$ cat src/rtl/gsu_pkg.sv
package gsu_pkg;
  localparam int WORD_W = 32;

  // Word indices; software depends on these positions
  localparam int IX_PA_OUT = 0;
  localparam int IX_PA_IN  = 1;
  localparam int IX_PA_OE  = 2;
  localparam int IX_PD_OUT = 16;
  localparam int IX_PD_IN  = 17;
  localparam int IX_PD_OE  = 18;

  // Sideband bit positions
  localparam int B_ALE   = 6;
  localparam int B_CLE   = 5;
  localparam int B_CE    = 4;
  localparam int B_RDY   = 7;
  localparam int B_SCLK  = 1;
  localparam int B_SMOSI = 4;
  localparam int B_SMISO = 4;

  // Input view: enabled outputs looped back plus one status bit
  function automatic logic [WORD_W-1:0] in_view(
    input logic [WORD_W-1:0] outw,
    input logic [WORD_W-1:0] oew,
    input int unsigned       pos,
    input logic              stat
  );
    logic [WORD_W-1:0] v;
    v = outw & oew;
    v[pos] = v[pos] | stat;
    return v;
  endfunction

  // Clock edge: stored clock bit differs from the one being written
  function automatic logic clk_toggles(
    input logic [WORD_W-1:0] old_w,
    input logic [WORD_W-1:0] new_w
  );
    return old_w[B_SCLK] ^ new_w[B_SCLK];
  endfunction
endpackage

$ cat src/rtl/gsu_regfile.sv
module gsu_regfile
  import gsu_pkg::*;
#(
  parameter int NWORDS = 23,
  parameter int IDX_W  = 5
) (
  input  logic              clk,
  input  logic              rst_n,
  input  logic              wr_ok,
  input  logic [IDX_W-1:0]  idx,
  input  logic              in_range,
  input  logic [WORD_W-1:0] wdata,
  output logic [WORD_W-1:0] sel_word,
  output logic [WORD_W-1:0] pa_out_w,
  output logic [WORD_W-1:0] pa_oe_w,
  output logic [WORD_W-1:0] pd_out_w,
  output logic [WORD_W-1:0] pd_oe_w
);
  logic [WORD_W-1:0] words [NWORDS];

  for (genvar w = 0; w < NWORDS; w++) begin : g_word
    logic hit;
    assign hit = wr_ok && (idx == IDX_W'(w));
    always_ff @(posedge clk) begin
      if (!rst_n)   words[w] <= '0;
      else if (hit) words[w] <= wdata;
    end
  end

  assign sel_word = in_range ? words[idx] : '0;
  assign pa_out_w = words[IX_PA_OUT];
  assign pa_oe_w  = words[IX_PA_OE];
  assign pd_out_w = words[IX_PD_OUT];
  assign pd_oe_w  = words[IX_PD_OE];

  logic wr_pa_q;
  always_ff @(posedge clk) begin
    if (!rst_n) wr_pa_q <= 1'b0;
    else        wr_pa_q <= wr_ok && (idx == IDX_W'(IX_PA_OUT));
  end

  AST_PA_HOLDS: assert property (@(posedge clk) disable iff (!rst_n)
    !wr_pa_q |-> $stable(pa_out_w));
endmodule

$ cat src/rtl/gsu_sideband.sv
module gsu_sideband
  import gsu_pkg::*;
(
  input  logic              clk,
  input  logic              rst_n,
  input  logic              wr_pd,
  input  logic [WORD_W-1:0] wdata,
  input  logic [WORD_W-1:0] pa_out_w,
  input  logic [WORD_W-1:0] pd_out_w,
  output logic              flash_ale,
  output logic              flash_cle,
  output logic              flash_ce,
  output logic              sen_clk,
  output logic              sen_mosi,
  output logic              sen_clk_edge
);
  logic edge_q;

  always_ff @(posedge clk) begin
    if (!rst_n) edge_q <= 1'b0;
    else        edge_q <= wr_pd && clk_toggles(pd_out_w, wdata);
  end

  assign flash_ale    = pa_out_w[B_ALE];
  assign flash_cle    = pa_out_w[B_CLE];
  assign flash_ce     = pa_out_w[B_CE];
  assign sen_clk      = pd_out_w[B_SCLK];
  assign sen_mosi     = pd_out_w[B_SMOSI];
  assign sen_clk_edge = edge_q;

  AST_EDGE_MEANS_CHANGE: assert property (@(posedge clk) disable iff (!rst_n)
    sen_clk_edge |-> (sen_clk != $past(sen_clk)));
  AST_CHANGE_MEANS_EDGE: assert property (@(posedge clk) disable iff (!rst_n)
    (sen_clk != $past(sen_clk)) |-> sen_clk_edge);
endmodule

$ cat src/rtl/gsu_readmux.sv
module gsu_readmux
  import gsu_pkg::*;
#(
  parameter int IDX_W = 5
) (
  input  logic              clk,
  input  logic              rst_n,
  input  logic              rd_req,
  input  logic              acc_ok,
  input  logic [IDX_W-1:0]  idx,
  input  logic [WORD_W-1:0] sel_word,
  input  logic [WORD_W-1:0] pa_out_w,
  input  logic [WORD_W-1:0] pa_oe_w,
  input  logic [WORD_W-1:0] pd_out_w,
  input  logic [WORD_W-1:0] pd_oe_w,
  input  logic              flash_rdy,
  input  logic              sen_miso,
  output logic [WORD_W-1:0] rd_data,
  output logic              rd_valid
);
  logic [WORD_W-1:0] rd_next;

  always_comb begin
    if (!acc_ok)                          rd_next = '0;
    else if (idx == IDX_W'(IX_PA_IN))     rd_next = in_view(pa_out_w, pa_oe_w, B_RDY, flash_rdy);
    else if (idx == IDX_W'(IX_PD_IN))     rd_next = in_view(pd_out_w, pd_oe_w, B_SMISO, sen_miso);
    else                                  rd_next = sel_word;
  end

  always_ff @(posedge clk) begin
    if (!rst_n) begin
      rd_data  <= '0;
      rd_valid <= 1'b0;
    end else begin
      rd_valid <= rd_req;
      if (rd_req) rd_data <= rd_next;
    end
  end

  AST_VALID_AFTER_REQ: assert property (@(posedge clk) disable iff (!rst_n)
    rd_valid |-> $past(rd_req));
  AST_BAD_READ_ZERO: assert property (@(posedge clk) disable iff (!rst_n)
    (rd_req && !acc_ok) |=> (rd_data == '0));
endmodule

$ cat src/rtl/gpio_sideband_unit.sv
module gpio_sideband_unit
  import gsu_pkg::*;
#(
  parameter int NWORDS = 23
) (
  input  logic        clk,
  input  logic        rst_n,
  input  logic        bus_sel,
  input  logic        bus_wr,
  input  logic [6:0]  bus_addr,
  input  logic [3:0]  bus_be,
  input  logic [31:0] bus_wdata,
  output logic [31:0] rd_data,
  output logic        rd_valid,
  input  logic        flash_rdy,
  output logic        flash_ale,
  output logic        flash_cle,
  output logic        flash_ce,
  input  logic        sen_miso,
  output logic        sen_clk,
  output logic        sen_mosi,
  output logic        sen_clk_edge,
  output logic [31:0] pa_out,
  output logic [31:0] pa_oe,
  output logic [31:0] pd_out,
  output logic [31:0] pd_oe
);
  localparam int IDX_W = 5;

  logic [IDX_W-1:0] idx;
  logic in_range, shape_ok, acc_ok, wr_ok, rd_req, wr_pd;
  logic [WORD_W-1:0] sel_word, pa_out_w, pa_oe_w, pd_out_w, pd_oe_w;

  assign idx      = bus_addr[6:2];
  assign in_range = (int'(idx) < NWORDS);
  assign shape_ok = (bus_be == 4'hF) && (bus_addr[1:0] == 2'b00);
  assign acc_ok   = shape_ok && in_range;
  assign wr_ok    = bus_sel && bus_wr && acc_ok;
  assign rd_req   = bus_sel && !bus_wr;
  assign wr_pd    = wr_ok && (idx == IDX_W'(IX_PD_OUT));

  gsu_regfile #(.NWORDS(NWORDS), .IDX_W(IDX_W)) u_regs (
    .clk, .rst_n, .wr_ok, .idx, .in_range, .wdata(bus_wdata),
    .sel_word, .pa_out_w, .pa_oe_w, .pd_out_w, .pd_oe_w
  );

  gsu_sideband u_side (
    .clk, .rst_n, .wr_pd, .wdata(bus_wdata), .pa_out_w, .pd_out_w,
    .flash_ale, .flash_cle, .flash_ce, .sen_clk, .sen_mosi, .sen_clk_edge
  );

  gsu_readmux #(.IDX_W(IDX_W)) u_rd (
    .clk, .rst_n, .rd_req, .acc_ok, .idx, .sel_word,
    .pa_out_w, .pa_oe_w, .pd_out_w, .pd_oe_w,
    .flash_rdy, .sen_miso, .rd_data, .rd_valid
  );

  assign pa_out = pa_out_w;
  assign pa_oe  = pa_oe_w;
  assign pd_out = pd_out_w;
  assign pd_oe  = pd_oe_w;

  AST_STROBES_TRACK: assert property (@(posedge clk) disable iff (!rst_n)
    {flash_ale, flash_cle, flash_ce} == {pa_out[B_ALE], pa_out[B_CLE], pa_out[B_CE]});
  AST_OOR_WRITE_DROPPED: assert property (@(posedge clk) disable iff (!rst_n)
    (bus_sel && bus_wr && !in_range) |=> $stable(pd_out) && $stable(pa_out));
endmodule

$ cat config.mk
export PLATFORM = sky130hd
export DESIGN_NAME = gpio_sideband_unit
export DESIGN_NICKNAME = d
export VERILOG_FILES = /design/src/rtl/gsu_pkg.sv /design/src/rtl/gsu_regfile.sv /design/src/rtl/gsu_sideband.sv /design/src/rtl/gsu_readmux.sv /design/src/rtl/gpio_sideband_unit.sv
export SDC_FILE = /design/constraint.sdc
export NUM_CORES = 1
export LEC_CHECK = 0
export BUFFER_PORTS_ARGS = -buffer_cell sky130_fd_sc_hd__buf_2
export CAP_MARGIN = 30
export CORE_MARGIN = 2
export CORE_UTILIZATION = 35
export DETAILED_ROUTE_END_ITERATION = 16
export HOLD_SLACK_MARGIN = 0.1
export SYNTH_ARGS = -nofsm -noshare
export SYNTH_HDL_FRONTEND = slang
export SYNTH_SLANG_ARGS = --single-unit
export TNS_END_PERCENT = 10
$ cat constraint.sdc
create_clock -name clk -period 5.45 [get_ports clk]
set_clock_uncertainty 0.1 [all_clocks]
set_input_delay 0.2725 -clock clk [delete_from_list [all_inputs] [get_ports clk]]
set_output_delay 0.2725 -clock clk [all_outputs]
set_load 0.02 [all_outputs]
==> flow_metrics.env <==
export IMPL_rows=117
export IMPL_core_area_um2=102000
export IMPL_layout_drive_gt1_share_pct=26.4
export IMPL_cp_top_family="buffers and inverters"
export IMPL_cts_inserted_buffers=79
export IMPL_drv_slew=0
export IMPL_period_needed_ns=3.33
export IMPL_viasPerCell=5.48
export IMPL_routed_wl_mm=110
export IMPL_initial_core_util_pct=35.4
export IMPL_syn_nets=2553
export IMPL_clock_sinks=769
export IMPL_path_cells="buf_8 > buf_12 > nand3_1 > o21ai_4 > buf_4"
export IMPL_drtPass1Iterations=5
export IMPL_fill_cells=9309
export IMPL_finalSetupViolCount=0
export IMPL_max_slew_margin_pct=30.9
export IMPL_crit_path_start_kind="input pin"
export IMPL_ys_warn_count=0
export IMPL_gp_congestion=0.856
export IMPL_ioPinCount=216
export IMPL_cap_violations=0
export IMPL_crit_fanout=98
export IMPL_syn_area_per_cell_um2=14.4
export IMPL_max_freq_mhz=300
export IMPL_yosysTopAreaCellShare_pct=61.0
export IMPL_final_hold_violation_count=0
export IMPL_die_y_um=325
export IMPL_wl_per_cell_um=27.0
export IMPL_worstMarginPinSlew_ns=1.04
export IMPL_syn_area_um2=36200
export IMPL_yosys_area_top_type="edfxtp_1"
export IMPL_synth_cells=2504
export IMPL_overflow=0
export IMPL_rsz0062_at_grt="false"
export IMPL_post_place_ws_ns=1.47
export IMPL_yosysSeqAreaShare_pct=62.9
export IMPL_crit_slowest_cell="o21ai_4"
export IMPL_critical_path_arrival_ns=3.54
export IMPL_fin_tns_setup_ns=0
export IMPL_slowest_delay_ns=0.77
export IMPL_htreeDepth=3
export IMPL_die_area_um2=106000
export IMPL_netlist_top_cells_area="edfxtp_1, and2_1, mux4_2"
export IMPL_critical_path_class="in -> reg"
export IMPL_grt_max_degree=130
export IMPL_timing_final_crit_share_pct=61.1
export IMPL_ys_types=54
export IMPL_power_leakage_uw=0.0146
export IMPL_antenna_found_initial=9
export IMPL_clk_pin_slew_ns=0.06
export IMPL_cts_root_buffer="clkbuf_16"
export IMPL_worstPathRequired_ns=5.66
export IMPL_hp_class="in -> reg"
export IMPL_grt_total_usage_pct=20.4
export IMPL_io_buffers=215
export IMPL_finish_instance_area_um2=41600
export IMPL_worstSetupEndpointType="register"
export IMPL_finalNetCount=2668
export IMPL_yosys_register_bits=769
export IMPL_die_w_um=325
export IMPL_cts_path_max_buffers=3
export IMPL_peakVddDrop_uv=219
export IMPL_power_density_nw_per_um2=327
export IMPL_multi_input_area_um2=12800
export IMPL_status="completed"
export IMPL_grt_pass1_wl_mm=159
export IMPL_fin_ws_ns=2.12
export IMPL_area_growth_pct=15.1
export IMPL_dp_final_hpwl_mm=69.5
export IMPL_seqCellArea_um2=22800
export IMPL_num_vias=22200
export IMPL_grt_pass1_vias=22400
export IMPL_cts_tree="yes"
export IMPL_drtAntennaViolNets=0
export IMPL_clock_latency_ns=0.65
export IMPL_critPathBufInv=3
export IMPL_drc=0
export IMPL_drtIter0Drc=2571
export IMPL_placed_area_um2=38800
## cells in the final DEF (no fill, tap or decap), types with 38 or more instances in the layout
master and count:
o21ai_0 91, nand3_1 38, a22oi_1 61, buf_2 211, mux4_2 126, edfxtp_1 735, mux2i_1 67, nand2_1 75
and2_1 735, clkbuf_16 81, buf_4 62
## state kept, by name, summed over array words and instances, names as in the netlist
signal,cells
u_side.sen_clk_edge,1
u_rd.rd_valid,1
u_regs.words,735
u_rd.rd_data,32
## timing repair
item,4_1_cts,5_1_grt
hold buffers,6,0
endpoints found under the hold margin,72,0
setup buffers,0,0
resized for setup,0,0
setup endpoints to repair,0,0
## routing by layer
layer  vias up  GRT usage, %  part of all wire (%)
met5         -             0                 0.052
li1       9509             -                     -
met3       161          5.33                   9.1
met4        10          6.07                   2.4
met1     11600          27.5                    41
met2       993          32.4                    47
## per-stage QoR
stage | total power, uW | hold slack [ns] | utilization (%) | instances
6_report | 13600 | 0.130 | 40.7 | 4054
5_1_grt | 14000 | 0.146 | 40.7 | 4053
4_1_cts | 13700 | 0.100 | 40.7 | 4052
3_5_place_dp | 8040 | 0.491 | 38.0 | 3899
3_3_place_gp | 8020 | 0.475 | 38.0 | 3898
2_1_floorplan | 7590 | 0.327 | - | 2504
## final timing paths
path	from	endpoint	slack (ns)	cells after the start
max reg2reg	u_regs.words[11][20]	u_rd.rd_data[20]	3.48	5
max	bus_addr[2]	u_regs.words[3][7]	2.12	5
min	bus_wdata[18]	u_regs.words[6][18]	0.13	2
min reg2reg	u_rd.rd_data[29]	u_rd.rd_data[29]	0.50	2
## layout make-up
class	count	area share [%]
Clock inverter	47	1.42
Clock buffer	100	5.09
Multi-Input combinational cell	1481	30.6
Inverter	3	0.0270
Antenna cell	1	0.00601
Sequential cell	769	54.6
Tap cell	1368	4.11
Timing Repair Buffer	285	4.07
## cell usage after synthesis, drive strengths merged
cell,n
inv,3
a211oi,1
or4b,1
a31oi,32
mux2,35
o21bai,1
or2,4
clkbuf,195
dfxtp,34
a41o,1
a21oi,36
o311a,1
mux4,126
and3,2
o41ai,1
buf,56
nor2b,2
o21ai,113
a2bb2oi,1
or3,4
o2bb2ai,1
nand2b,7
a221o,31
nor4b,1
nor4,18
a221oi,1
nand3b,1
edfxtp,735
nand4,1
nor3,1
nor2,17
a22o,31
o2111ai,1
mux2i,67
nand3,38
a22oi,91
xnor2,1
a31o,1
and2,735
nand2,75
o211ai,1
## worst register-to-register path, stage by stage (launching register included)
cell	delay [ns]
edfxtp_1	0.37
mux4_2	0.54
nand2_1	0.10
o21ai_0	0.10
a221o_1	0.40
a41o_1	0.25
## power by group
| part | internal, uW | switching (uW) | leakage [uW] |
|---|---|---|---|
| Sequential | 6740 | 140 | 0.00725 |
| Combinational | 345 | 710 | 0.00605 |
| Clock | 3350 | 2350 | 0.00132 |
| Total | 10400 | 3200 | 0.0146 |
## cell families (layout without fill, tap and decap cells)
group / after synthesis / after routing / synth area share [%]
AOI/OAI and AO/OA: 345 / 345 / 8.04
xor gates and xnor gates: 1 / 1 / 0.0242
buffers and inverters: 254 / 435 / 3.05
DFF: 769 / 769 / 62.9
muxes: 228 / 228 / 10.8
other: 0 / 1 / 0
and+or+nand+nor: 907 / 907 / 15.2
No activity file was read; power rests on OpenSTA's default activity.
